File: config.mk
export PLATFORM = sky130hd
export DESIGN_NAME = spi_cfg_port
export DESIGN_NICKNAME = d
export VERILOG_FILES = /design/src/rtl/spi_cfg_pkg.sv /design/src/rtl/spi_cfg_sync.sv /design/src/rtl/spi_cfg_frame.sv /design/src/rtl/spi_cfg_regs.sv /design/src/rtl/spi_cfg_sdo.sv /design/src/rtl/spi_cfg_port.sv
export SDC_FILE = /design/constraint.sdc
export NUM_CORES = 1
export LEC_CHECK = 0
export ABC_CLOCK_PERIOD_IN_PS = 2100
export BUFFER_PORTS_ARGS = -buffer_cell sky130_fd_sc_hd__buf_2
export CAP_MARGIN = 0
export CORE_ASPECT_RATIO = 1.4
export CORE_MARGIN = 5
export CORE_UTILIZATION = 30
export DETAILED_ROUTE_END_ITERATION = 12
export PLACE_DENSITY_LB_ADDON = 0.12
export SYNTH_ARGS = -nofsm -noshare
export SYNTH_HDL_FRONTEND = slang
export SYNTH_SLANG_ARGS = --single-unit
export TNS_END_PERCENT = 100
File: constraint.sdc
create_clock -name clk -period 2.1 [get_ports clk]
set_clock_uncertainty 0.05 [all_clocks]
set_input_delay 0.525 -clock clk [delete_from_list [all_inputs] [get_ports clk]]
set_output_delay 0.525 -clock clk [all_outputs]
set_load 0.01 [all_outputs]
File: src/rtl/spi_cfg_pkg.sv
// Package: shared frame geometry and command codes for the serial register port.
// Assumes byte-wide command, address and data fields.
package spi_cfg_pkg;
    localparam int CMD_W      = 8;
    localparam int ADDR_W     = 8;
    localparam int DATA_W     = 8;
    localparam int FRAME_BITS = CMD_W + ADDR_W + DATA_W;
    localparam int CNT_W      = $clog2(FRAME_BITS);
    localparam int ADDR_DONE  = CMD_W + ADDR_W - 1;   // count value while last address bit is sampled
    localparam int FRAME_LAST = FRAME_BITS - 1;

    localparam logic [CMD_W-1:0] CMD_WRITE = 8'h02;
    localparam logic [CMD_W-1:0] CMD_READ  = 8'h03;
endpackage

File: src/rtl/spi_cfg_sync.sv
// Module: brings sclk, cs_n and sdi into the system clock domain and flags
// serial-clock edges. Assumes sclk is at most a quarter of the clk rate.
module spi_cfg_sync #(
    parameter int STAGES = 2
) (
    input  logic clk,
    input  logic rst_n,
    input  logic sclk_in,
    input  logic cs_n_in,
    input  logic sdi_in,
    output logic sclk_rise,
    output logic sclk_fall,
    output logic cs_act,
    output logic sdi_s
);
    // bit 2 = sdi, bit 1 = cs_n, bit 0 = sclk
    localparam logic [2:0] IDLE_LINES = 3'b010;

    logic [2:0] pipe [STAGES];
    logic       sclk_prev;

    genvar g;
    generate
        for (g = 0; g < STAGES; g++) begin : g_stage
            if (g == 0) begin : g_first
                // first flop of each synchronizer chain
                always_ff @(posedge clk) begin
                    if (!rst_n) pipe[0] <= IDLE_LINES;
                    else        pipe[0] <= {sdi_in, cs_n_in, sclk_in};
                end
            end else begin : g_next
                // further flops of each synchronizer chain
                always_ff @(posedge clk) begin
                    if (!rst_n) pipe[g] <= IDLE_LINES;
                    else        pipe[g] <= pipe[g-1];
                end
            end
        end
    endgenerate

    // remember the last synchronized sclk level for edge detection
    always_ff @(posedge clk) begin
        if (!rst_n) sclk_prev <= 1'b0;
        else        sclk_prev <= pipe[STAGES-1][0];
    end

    // decode edges and present synchronized levels
    always_comb begin
        sclk_rise = pipe[STAGES-1][0] & ~sclk_prev;
        sclk_fall = ~pipe[STAGES-1][0] & sclk_prev;
        cs_act    = ~pipe[STAGES-1][1];
        sdi_s     = pipe[STAGES-1][2];
    end
endmodule

File: src/rtl/spi_cfg_frame.sv
// Module: counts frame bits, collects the incoming bits and decodes the
// command. Assumes edge pulses last one clk. The count is never cleared by
// chip select.
module spi_cfg_frame
    import spi_cfg_pkg::*;
(
    input  logic              clk,
    input  logic              rst_n,
    input  logic              rise,
    input  logic              cs_act,
    input  logic              sdi_s,
    output logic [CNT_W-1:0]  bit_cnt,
    output logic              wr_en,
    output logic [ADDR_W-1:0] wr_addr,
    output logic [DATA_W-1:0] wr_data,
    output logic              rd_load,
    output logic [ADDR_W-1:0] rd_addr,
    output logic              frame_end
);
    logic [FRAME_BITS-2:0] bits_q;
    logic                  at_last;
    logic                  at_addr_done;

    assign at_last      = (bit_cnt == CNT_W'(FRAME_LAST));
    assign at_addr_done = (bit_cnt == CNT_W'(ADDR_DONE));

    // shift in bits and advance the count (flush: run on to the boundary only)
    always_ff @(posedge clk) begin
        if (!rst_n) begin
            bit_cnt <= '0;
            bits_q  <= '0;
        end else if (rise) begin
            bits_q <= {bits_q[FRAME_BITS-3:0], sdi_s};
            if (cs_act || bit_cnt != '0)
                bit_cnt <= at_last ? '0 : bit_cnt + 1'b1;
        end
    end

    // decode the command at the address boundary and at the frame end
    always_comb begin
        wr_addr   = bits_q[DATA_W+ADDR_W-2 -: ADDR_W];
        wr_data   = {bits_q[DATA_W-2:0], sdi_s};
        rd_addr   = {bits_q[ADDR_W-2:0], sdi_s};
        frame_end = rise & at_last;
        wr_en     = rise & cs_act & at_last &
                    (bits_q[FRAME_BITS-2 -: CMD_W] == CMD_WRITE);
        rd_load   = rise & cs_act & at_addr_done &
                    (bits_q[ADDR_W+CMD_W-2 -: CMD_W] == CMD_READ);
    end


    cnt_reset_chk: assert property (@(posedge clk) !rst_n |=> (bit_cnt == '0));

    cnt_hold_chk: assert property (@(posedge clk) disable iff (!rst_n)
        !rise |=> $stable(bit_cnt));

    flush_park_chk: assert property (@(posedge clk) disable iff (!rst_n)
        (!cs_act && bit_cnt == '0) |=> (bit_cnt == '0));
endmodule

File: src/rtl/spi_cfg_regs.sv
// Module: configuration register bank with computed reset defaults.
// Assumes addresses at or above NUM_REGS are not implemented.
module spi_cfg_regs
    import spi_cfg_pkg::*;
#(
    parameter int              NUM_REGS    = 8,
    parameter logic [DATA_W-1:0] RST_PATTERN = 8'hA5
) (
    input  logic              clk,
    input  logic              rst_n,
    input  logic              wr_en,
    input  logic [ADDR_W-1:0] wr_addr,
    input  logic [DATA_W-1:0] wr_data,
    input  logic [ADDR_W-1:0] rd_addr,
    output logic [DATA_W-1:0] rd_data
);
    logic [NUM_REGS-1:0][DATA_W-1:0] regs;

    // reset to defaults, commit a write to an implemented address
    always_ff @(posedge clk) begin
        for (int i = 0; i < NUM_REGS; i++) begin
            if (!rst_n)
                regs[i] <= RST_PATTERN ^ DATA_W'(i);
            else if (wr_en && wr_addr == ADDR_W'(i))
                regs[i] <= wr_data;
        end
    end

    // read mux, zero for unimplemented addresses
    always_comb begin
        rd_data = '0;
        for (int i = 0; i < NUM_REGS; i++)
            if (rd_addr == ADDR_W'(i)) rd_data = regs[i];
    end


    no_stray_write_chk: assert property (@(posedge clk) disable iff (!rst_n)
        !wr_en |=> $stable(regs));
endmodule

File: src/rtl/spi_cfg_sdo.sv
// Module: read-data shifter driving SDO on falling serial-clock edges.
// Assumes load, frame end and falling edge never coincide.
module spi_cfg_sdo
    import spi_cfg_pkg::*;
(
    input  logic              clk,
    input  logic              rst_n,
    input  logic              fall,
    input  logic              rd_load,
    input  logic [DATA_W-1:0] rd_data,
    input  logic              frame_end,
    input  logic              cs_act,
    output logic              sdo,
    output logic              rd_active
);
    logic [DATA_W-1:0] shift_q;

    // load, retire and shift the read byte
    always_ff @(posedge clk) begin
        if (!rst_n) begin
            shift_q   <= '0;
            rd_active <= 1'b0;
            sdo       <= 1'b0;
        end else if (rd_load) begin
            shift_q   <= rd_data;
            rd_active <= 1'b1;
        end else if (frame_end) begin
            rd_active <= 1'b0;
        end else if (fall) begin
            if (rd_active && cs_act) begin
                sdo     <= shift_q[DATA_W-1];
                shift_q <= {shift_q[DATA_W-2:0], 1'b0};
            end else begin
                sdo <= 1'b0;
            end
        end
    end
endmodule

File: src/rtl/spi_cfg_port.sv
// Module: top of the serial configuration port. Oversamples the serial lines
// on clk. Assumes sclk is at most a quarter of the clk rate and rst_n is
// synchronous to clk.
module spi_cfg_port
    import spi_cfg_pkg::*;
#(
    parameter int                NUM_REGS    = 8,
    parameter logic [DATA_W-1:0] RST_PATTERN = 8'hA5,
    parameter int                SYNC_STAGES = 2
) (
    input  logic clk,
    input  logic rst_n,
    input  logic cs_n,
    input  logic sclk,
    input  logic sdi,
    output logic sdo,
    output logic sdo_oe
);
    logic              sclk_rise, sclk_fall, cs_act, sdi_s;
    logic [CNT_W-1:0]  bit_cnt;
    logic              wr_en, rd_load, frame_end, rd_active;
    logic [ADDR_W-1:0] wr_addr, rd_addr;
    logic [DATA_W-1:0] wr_data, rd_data;

    spi_cfg_sync #(.STAGES(SYNC_STAGES)) u_sync (
        .clk(clk), .rst_n(rst_n), .sclk_in(sclk), .cs_n_in(cs_n), .sdi_in(sdi),
        .sclk_rise(sclk_rise), .sclk_fall(sclk_fall), .cs_act(cs_act), .sdi_s(sdi_s)
    );

    spi_cfg_frame u_frame (
        .clk(clk), .rst_n(rst_n), .rise(sclk_rise), .cs_act(cs_act), .sdi_s(sdi_s),
        .bit_cnt(bit_cnt), .wr_en(wr_en), .wr_addr(wr_addr), .wr_data(wr_data),
        .rd_load(rd_load), .rd_addr(rd_addr), .frame_end(frame_end)
    );

    spi_cfg_regs #(.NUM_REGS(NUM_REGS), .RST_PATTERN(RST_PATTERN)) u_regs (
        .clk(clk), .rst_n(rst_n), .wr_en(wr_en), .wr_addr(wr_addr),
        .wr_data(wr_data), .rd_addr(rd_addr), .rd_data(rd_data)
    );

    spi_cfg_sdo u_sdo (
        .clk(clk), .rst_n(rst_n), .fall(sclk_fall), .rd_load(rd_load),
        .rd_data(rd_data), .frame_end(frame_end), .cs_act(cs_act),
        .sdo(sdo), .rd_active(rd_active)
    );

    // pad enable follows the synchronized chip select
    assign sdo_oe = cs_act;


    rd_window_chk: assert property (@(posedge clk) disable iff (!rst_n)
        (bit_cnt < CNT_W'(ADDR_DONE + 1)) |-> !rd_active);
endmodule

-- Yosys cells after proc, flatten, opt, wreduce, memory -nomap -nowiden
Memory sizes are Yosys's and may differ from the RTL's.
Index checks and enable logic that the tools add are counted.
- bits in writable memories: 6
- memory bits (read-only): 0
- register bits after elaboration: 103
- bits of input ports: 5
- memories: 1
- bits in latches: 0
- output and inout port bits: 2
- logic and storage cells: 88
- memories (name ; words ; bits a word ; read ports ; clocked after memory_dff ; wr ports ; line ; source):
    u_sync.pipe ; 2 ; 3 ; 2 ; 0 ; 2 ; spi_cfg_sync.sv:19 ; logic [2:0] pipe [STAGES];
- bitwise logic cells: 15
- eq/ne operators: 18
- reductions and logical operators: 19
- $lt $le $gt $ge: 0
- $add $sub $neg: 1
- mux-type cells: 20
- shifts and indexed selects: 0
- divide/modulo/power cells: 0
- multipliers: 0
- operator list (operator ; count):
    2-to-1 mux 8 bit ; 12
    == test 8 x 3 -> 1 bit (second input constant) ; 8
    == test 8 x 2 -> 1 bit (second input constant) ; 5
    == test 8 x 1 -> 1 bit (second input constant) ; 2
    zero test 8 bit ; 2
    logical AND 1 bit ; 9
    bitwise AND 1 bit ; 8
    2-to-1 mux 3 bit ; 2
    AND reduction 3 bit ; 2
    nonzero test 2 bit ; 3
    adder 5 x 1 -> 5 bit (second input constant) ; 1
    == test 5 x 4 -> 1 bit (second input constant) ; 1
    == test 5 bit (second input constant) ; 1
    2-to-1 mux 1 bit ; 5
    2-to-1 mux 5 bit ; 1
    inverter 1 bit ; 5
    nonzero test 5 bit ; 1
    != test 2 bit (second input constant) ; 1
    OR 1 bit ; 2
    AND reduction 2 bit ; 1
    logical OR 1 bit ; 1

-- Longest topological paths before layout
Gate-level depths: netlist (run 1).
- depth after elaboration: 10
- gate-level depth with buffers: 9
- gate-level depth less buffers: 8

-- Cells and area by module
From an unflattened synthesis (run 1), not the netlist that was laid out.
- cell total of the unflattened synthesis: 523
- area, all modules: 5222.5 um2
- modules (own cells, without submodules) (module ; times used ; sequential area each (um2) ; cells each ; area an instance (um2)):
    spi_cfg_regs ; 1 ; 1281.2 ; 319 ; 3155.5
    spi_cfg_frame ; 1 ; 560.5 ; 143 ; 1411.4
    spi_cfg_sdo ; 1 ; 200.2 ; 44 ; 455.4
    spi_cfg_sync ; 1 ; 140.1 ; 17 ; 200.2

-- Worst setup path before layout (run 1)
No wires, ideal clock.
- path type: register to register
- from: register u_frame.bit_cnt[0]
- to: register u_regs.regs[45] (netlist bit)
- path slack: 0.131 ns
- required time: 1.921 ns
- clock period less this slack: 1.969 ns
- path buffers: 0
- cell stages (with the launch flop): 7
- setup time: 0.129 ns
- data arrival time: 1.790 ns
- cell sequence: dfxtp_1 ha_1 and4b_1 nand4_2 nor4_4 mux2i_1 nand2_1
- word-level cells in the longest chain between the ends: 4
- ends and longest elaborated chain (what ; line ; source):
    from (decl) ; spi_cfg_frame.sv:12 ; output logic [CNT_W-1:0] bit_cnt,
    from (signal assigned) ; spi_cfg_frame.sv:35 ; bit_cnt <= at_last ? '0 : bit_cnt + 1'b1;
    == test 5 bit ; spi_cfg_frame.sv:24 ; assign at_last = (bit_cnt == CNT_W'(FRAME_LAST));
    bitwise AND 1 bit (2 in series) ; spi_cfg_frame.sv:45 ; wr_en = rise & cs_act & at_last &
    logical AND 1 bit ; spi_cfg_regs.sv:24 ; else if (wr_en && wr_addr == ADDR_W'(i))
    to (signal, indexed assignment) ; spi_cfg_regs.sv:23 ; regs[i] <= RST_PATTERN ^ DATA_W'(i);
    to (signal, indexed assignment) ; spi_cfg_regs.sv:25 ; regs[i] <= wr_data;
    to (decl) ; spi_cfg_regs.sv:17 ; logic [NUM_REGS-1:0][DATA_W-1:0] regs;
No other way between the ends.
A chain may end at the register's enable or synchronous reset.

-- Final worst setup path (run 1)
- from: register u_frame.bit_cnt[1]
- to: register u_regs.regs[2] (netlist bit)
The elaborated chain is that of the path after synthesis.

==> metrics.md, run 1 <==
| Metric | Value |
|---|---|
| Reg2reg end | u_regs.regs[2] |
| Total track usage | 0.129 |
| Post-synth top cells | nand2_1, dfxtp_1, mux2i_1 |
| Hold Worst Slack | 0.304 ns |
| Peak supply drop | 0.372 mV |
| Slowest Stage Delay on Critical Path | 0.39 ns |
| GR peak layer | met2 |
| R2r setup slk | 0.12 ns |
| Grt met3 use | 0.0192 |
| Max Cap Viol | 0 |
| Slew Viols, Final | 0 |
| Num rows | 55 |
| Hold_sp | cs_n |
| Root Driver | clkbuf_16 |
| # port buffers | 6 |
| Die ar. | 0.0192 mm² |
| Seq/Total Area, Yosys | 0.441 |
| Count leader, synth | nand2_1 |
| GR Layer Usage met2 | 0.226 |
| DRC viols | 0 |
| Pleak | 2.33 nW |
| Total gr overflow | 0 |
| Final wirelength | 12200 µm |
| Syn_nets | 559 |
| Antenna violations before repair | 0 |
| CTS sink count | 109 |
| Layout overhead on the synthesized area | 15.9% |
| Vias after detailed routing | 3722 |
| Hold path depth | 2 |
| Final GP Congestion | 0.744 |
| Worst-Margin Slew | 0.547 ns |
| Power density cells | 687 mW/mm² |
| CP max-delay cell | and4_1 |
| Share of layout cells above drive strength 1 | 0.131 |
| DRT iter0 DRCs | 87 |
| Critical-path maximum fanout | 8 |
| Required time worst endpoint | 2.28 ns |
| WHS Endpoint | u_sync.pipe[0][1] |
| Syn avg cell area | 8.97 µm² |
| Outcome | finished clean |
| RSZ-0062 raised after global routing | true |
| Max Root-Sink Buffers | 2 |
| Async SR Flop Fraction | 0 |
| Layout Utilization | 0.354 |
| Antenna Violating Nets Remaining | 0 |
| Worst-Skew Late Latency | 0.35 ns |
| Routed WL per cell | 16.0 µm |
| Setup Total Neg Slack | 0 ns |
| Synth Register Bits | 109 |
| Crit. End Element | register |
| CTS Buf Count | 9 |
| Clock Pin Slew Worst Setup and Hold Paths | 0.08 ns |
| Yosys top cell by area | dfxtp_1 |
| M1 GR Usage | 0.158 |
| Post-DP HPWL | 8070 µm |
| Synth Flop Type | dfxtp_1 |
| Post-synthesis cell area | 0.00494 mm² |
| Crit path cell chain | ha_4 > and4b_1 > and4_1 > nand4_2 > buf_4 > mux2i_1 > nand2_1 |
| Cell variety after synth | 46 |
| # nets final | 569 |
| CTS tree | done |
| Vias in the first global route | 3633 |
| DR pass1 iterations | 6 |
| Min-Delay Path Class | in2reg |
| N_diodes | 0 |
| Largest net degree at the start of global routing | 80 |
| Io pins | 7 |
| Core box area | 0.0162 mm² |
| Ys Warns | 0 |
| H-tree depth reported by CTS | 3 |
| Starting Density | 0.306 |
| Critical path class | reg2reg |
| Final setup vio count | 0 |
| Yosys top cell area share | 0.441 |
| Crit start category | register |
| Worst r2r src | u_frame.bit_cnt[1] |
| WP data arrival | 2.15 ns |
| Area contributors post-synth | dfxtp_1, mux2i_1, nand2_1, nor2b_1, a21boi_0 |
| Height of the die | 162 µm |
| First-pass GRT wire length | 19700 µm |
| EDFF count, synth | 0 |
| Fin crit period | 1.98 ns |
| Syn Inst Count | 551 |
| Max Freq | 506 MHz |
| Via density | 4.87 |
| R2R depth | 7 |
| Final Cycle Share | 0.941 |
| Final Hold Fails | 0 |
| Rel. slew slack | 0.635 |
| Die Wd | 118 µm |
==> stage by stage <==
stage          std cells  cell area [µm²]  total power, mW  setup slack (ns)
6_report             765             5730             3.94             0.124
5_1_grt              765             5730             4.09          -0.00212
4_1_cts              763             5680             3.99           0.00710
3_5_place_dp         747             5360             2.25           -0.0349
3_3_place_gp         747             5360             2.25            0.0134
2_1_floorplan        551             4940             2.20             0.131
==> critical path, delay by kind of cell (launching register included) <==
| family | cells | cell delay (ns) |
|---|---|---|
| adder cells (fa/ha/maj) | 1 | 0.14 |
| buffers and inverters | 1 | 0.22 |
| flip-flops | 1 | 0.37 |
| multiplexers | 1 | 0.17 |
| AND/OR/NAND/NOR | 4 | 0.88 |
==> flip-flops by register name (all words and copies together) (netlist names) <==
register	count
u_regs.regs	64
u_frame.bits_q	23
u_sdo.shift_q	8
u_sync.pipe	6
u_frame.bit_cnt	5
u_sdo.rd_active	1
u_sdo.sdo	1
u_sync.sclk_prev	1
==> placed cells by master (no fill, tap or decap), drive strengths merged, types with 10 or more instances in the layout <==
cell type and count:
a21boi 28, a21oi 17, buf 41, dfxtp 109, inv 13, mux2i 73, nand2 121, nand3 10
nor2b 41, o21ai 15
==> power breakdown <==
| part | internal [mW] | leakage, nW | total (mW) | switching [mW] |
|---|---|---|---|---|
| Clock | 0.933 | 0.150 | 1.74 | 0.808 |
| Combinational | 0.0489 | 1.30 | 0.122 | 0.0727 |
| Sequential | 2.07 | 0.882 | 2.07 | 0.00368 |
==> logic make-up (layout without fill, tap and decap cells) <==
logic type / count (synthesis) / in the layout / share of synthesized area
and+or+nand+nor: 224 / 224 / 0.235
DFF: 109 / 109 / 0.441
AOI/OAI and AO/OA: 83 / 83 / 0.112
muxes: 75 / 75 / 0.157
buffers and inverters: 54 / 69 / 0.0420
adders and majority gates: 3 / 3 / 0.00759
xor gates and xnor gates: 3 / 3 / 0.00532
==> routing by layer <==
metal / up-vias / part of all wire
li1: 1903 / -
met4: 0 / 0.024
met5: - / 0
met3: 15 / 0.016
met2: 32 / 0.51
met1: 1772 / 0.45
==> area by class of cell <==
class | count | area [µm²]
fill | 1649 | 10400
multi-input combinational | 388 | 2600
sequential | 109 | 2190
timing repair buffer | 41 | 343
tap | 199 | 249
clock buffer | 9 | 225
clock inverter | 7 | 75.1
inverter | 12 | 45.0
==> how the worst max path moves through the flow <==
stage / start / to / slack, ns / cells past startpoint
after global routing: u_frame.bit_cnt[1] / u_regs.regs[5] / -0.002 / 7
final: u_frame.bit_cnt[1] / u_regs.regs[2] / 0.12 / 7
after detailed placement: u_frame.bit_cnt[0] / u_sdo.shift_q[1] / -0.03 / 8
after floorplan: u_frame.bit_cnt[0] / u_regs.regs[45] / 0.13 / 6
after CTS: u_frame.bit_cnt[0] / u_regs.regs[2] / 0.007 / 7
after global placement: u_frame.bit_cnt[0] / u_sdo.shift_q[1] / 0.01 / 8
==> repair_timing <==
item                                    4_1_cts  5_1_grt
setup buffers                                 0        2
pin swaps                                     0        5
hold buffers                                  0        0
endpoints found under the setup margin        9       66
gates resized for setup                       3       10
No activity file was read; power rests on OpenSTA's default activity.
==> inputs of run 2 (changes only) <==
--- a/config.mk
+++ b/config.mk
@@ -10,7 +10,7 @@
 export CAP_MARGIN = 0
 export CORE_ASPECT_RATIO = 1.4
 export CORE_MARGIN = 5
-export CORE_UTILIZATION = 30
+export CORE_UTILIZATION = 56
 export DETAILED_ROUTE_END_ITERATION = 12
 export PLACE_DENSITY_LB_ADDON = 0.12
 export SYNTH_ARGS = -nofsm -noshare
==> metrics.md, run 2 (synthesis gave the netlist of run 1 again) <==
| Metric | Value |
|---|---|
| Outcome | finished clean |
| Clock Power Share | 0.417 |
| First-pass GRT wire length | 18400 µm |
| Final Hold Fails | 0 |
| R2R depth | 9 |
| Antenna Violating Nets Remaining | 0 |
| Pleak | 2.31 nW |
| Critical path class | reg2reg |
| Rel. slew slack | 0.535 |
| Crit path cell chain | ha_1 > and3_1 > ha_1 > and3b_1 > nand4_1 > buf_6 > buf_4 > a31oi_1 > a21oi_1 |
| M1 GR Usage | 0.274 |
| Share of layout cells above drive strength 1 | 0.119 |
| Via density | 5.63 |
| Total gr overflow | 0 |
| Final setup vio count | 0 |
| Vias after detailed routing | 3768 |
| Reg area | 0.00218 mm² |
| Layout overhead on the synthesized area | 11.9% |
| Antenna violations before repair | 0 |
| Critical-path maximum fanout | 12 |
| Min-Delay Path Class | in2reg |
| Num rows | 40 |
| Hold_sp | cs_n |
| Core box area | 0.00861 mm² |
| Worst path bufs/invs | 2 |
| Slew Viols, Final | 0 |
| Total track usage | 0.219 |
| Max reg flops | 64 |
| Final GP Congestion | 0.795 |
| Worst r2r src | u_frame.bit_cnt[0] |
| Sequential power share | 0.552 |
| Setup WS pre-CTS | -0.00222 ns |
| Slowest Stage Delay on Critical Path | 0.36 ns |
| # port buffers | 6 |
| H-tree depth reported by CTS | 3 |
| R2r setup slk | 0.12 ns |
| CP max-delay cell | dfxtp_2 |
| Crit start category | register |
| Required time worst endpoint | 2.28 ns |
| Commonest non-fill, non-tap cell in the layout | nand2_1 |
| Biggest register | u_regs.regs |
| Multi-input gate area | 0.00257 mm² |
| WP data arrival | 2.15 ns |
| Final non-filler cell total | 669 |
| Total power | 3.76 mW |
| # fillers | 746 |
| Root Driver | clkbuf_16 |
| Final Cycle Share | 0.941 |
| Final worst slack | 0.125 ns |
| Final wirelength | 10900 µm |
| Pint | 2.93 mW |
| Reg2reg end | u_sdo.shift_q[7] |
| Max Root-Sink Buffers | 2 |
| Die Wd | 89.4 µm |
| CTS sink count | 109 |
| GR Layer Usage met2 | 0.358 |
| Worst-Margin Slew | 0.696 ns |
| Largest regs | u_regs.regs (64), u_frame.bits_q (23), u_sdo.shift_q (8) |
| Critical path's most frequent cell | ha_1 |
| Peak supply drop | 0.578 mV |
| Gate power share | 0.030 |
| CTS Buf Count | 9 |
| Most frequent cells in the layout | nand2_1, dfxtp_1, mux2i_1, nor2b_1 |
| Crit. End Element | register |
| Fin crit period | 1.98 ns |
| Max Freq | 506 MHz |
| Hold path depth | 2 |
| P_sw | 0.836 mW |
| GR peak layer | met2 |
| Routed WL per cell | 16.3 µm |
| Height of the die | 121 µm |
| Grt met3 use | 0.0292 |
| Die ar. | 0.0108 mm² |
| DRT iter0 DRCs | 281 |
| Setup Total Neg Slack | 0 ns |
| DRC viols | 0 |
| Largest net degree at the start of global routing | 64 |
| Clock Pin Slew Worst Setup and Hold Paths | 0.07 ns |
| CTS tree | done |
| Io pins | 7 |
| Worst-Skew Late Latency | 0.35 ns |
| Starting Density | 0.574 |
| Post-DP HPWL | 7210 µm |
| Crit-path leading delay family | simple AND/OR/NAND/NOR gates |
| N_diodes | 0 |
| RSZ-0062 raised after global routing | false |
| # nets final | 567 |
| Switching Share | 0.222 |
| Max Cap Viol | 0 |
| Vias in the first global route | 3683 |
| Power density cells | 680 mW/mm² |
| Cells after DPL | 648 |
| Layout Utilization | 0.643 |
| DR pass1 iterations | 4 |
| WHS Endpoint | u_sync.pipe[0][1] |
## run 2: changes by cell type in the layout (fill, tap and decap cells not counted), moves of 2 or more
| cell | change |
|---|---|
| buf_4 | -3 |
| clkbuf_1 | +2 |
| clkinv_4 | -3 |
| clkinvlp_4 | +3 |
| dfxtp_2 | +2 |
| dfxtp_4 | -2 |
| ha_1 | +2 |
| ha_4 | -2 |
## run 2: power by group through the flow
stage          registers, mW  clock network, mW  logic (mW)
6_report                2.08               1.57       0.115
4_1_cts                 2.08               1.60       0.114
3_5_place_dp            2.12                  0       0.114
2_1_floorplan           2.12                  0      0.0793
5_1_grt                 2.08               1.69       0.123
3_3_place_gp            2.12                  0       0.113
## run 2: what timing repair did
| action | CTS | global route |
|---|---|---|
| gates cloned | 0 | 0 |
| hold buffers | 0 | 0 |
| setup endpoints to repair | 1 | 47 |
| gates resized for setup | 1 | 6 |
| setup buffers | 0 | 5 |
## run 2: worst max path at each step
| stage | from | endpoint | cells past startpoint |
|---|---|---|---|
| after floorplan | u_frame.bit_cnt[0] | u_regs.regs[45] | 6 |
| after global placement | u_frame.bit_cnt[0] | u_regs.regs[39] | 6 |
| after detailed placement | u_frame.bit_cnt[0] | u_regs.regs[32] | 6 |
| after CTS | u_frame.bit_cnt[0] | u_regs.regs[43] | 7 |
| after global routing | u_frame.bit_cnt[1] | u_regs.regs[40] | 7 |
| final | u_frame.bit_cnt[0] | u_sdo.shift_q[7] | 9 |
## run 2: per-stage QoR
step           cell area (µm²)  hold slack [ns]
2_1_floorplan             4940            0.336
3_5_place_dp              5200            0.348
3_3_place_gp              5200            0.343
4_1_cts                   5480            0.297
5_1_grt                   5530            0.323
6_report                  5530            0.305
## run 2: layer usage
| layer | part of all wire | vias up | routed length (µm) |
|---|---|---|---|
| met4 | 0.038 | 0 | 417 |
| li1 | - | 1892 | - |
| met5 | 0 | - | 0 |
| met2 | 0.50 | 53 | 5450 |
| met3 | 0.021 | 27 | 235 |
| met1 | 0.44 | 1796 | 4830 |
## run 2: area by class of cell
class	count	area share
clock buffer	11	0.0421
clock inverter	5	0.00656
inverter	12	0.00814
multi-input combinational	388	0.465
sequential	109	0.395
tap	105	0.0237
timing repair buffer	39	0.0599
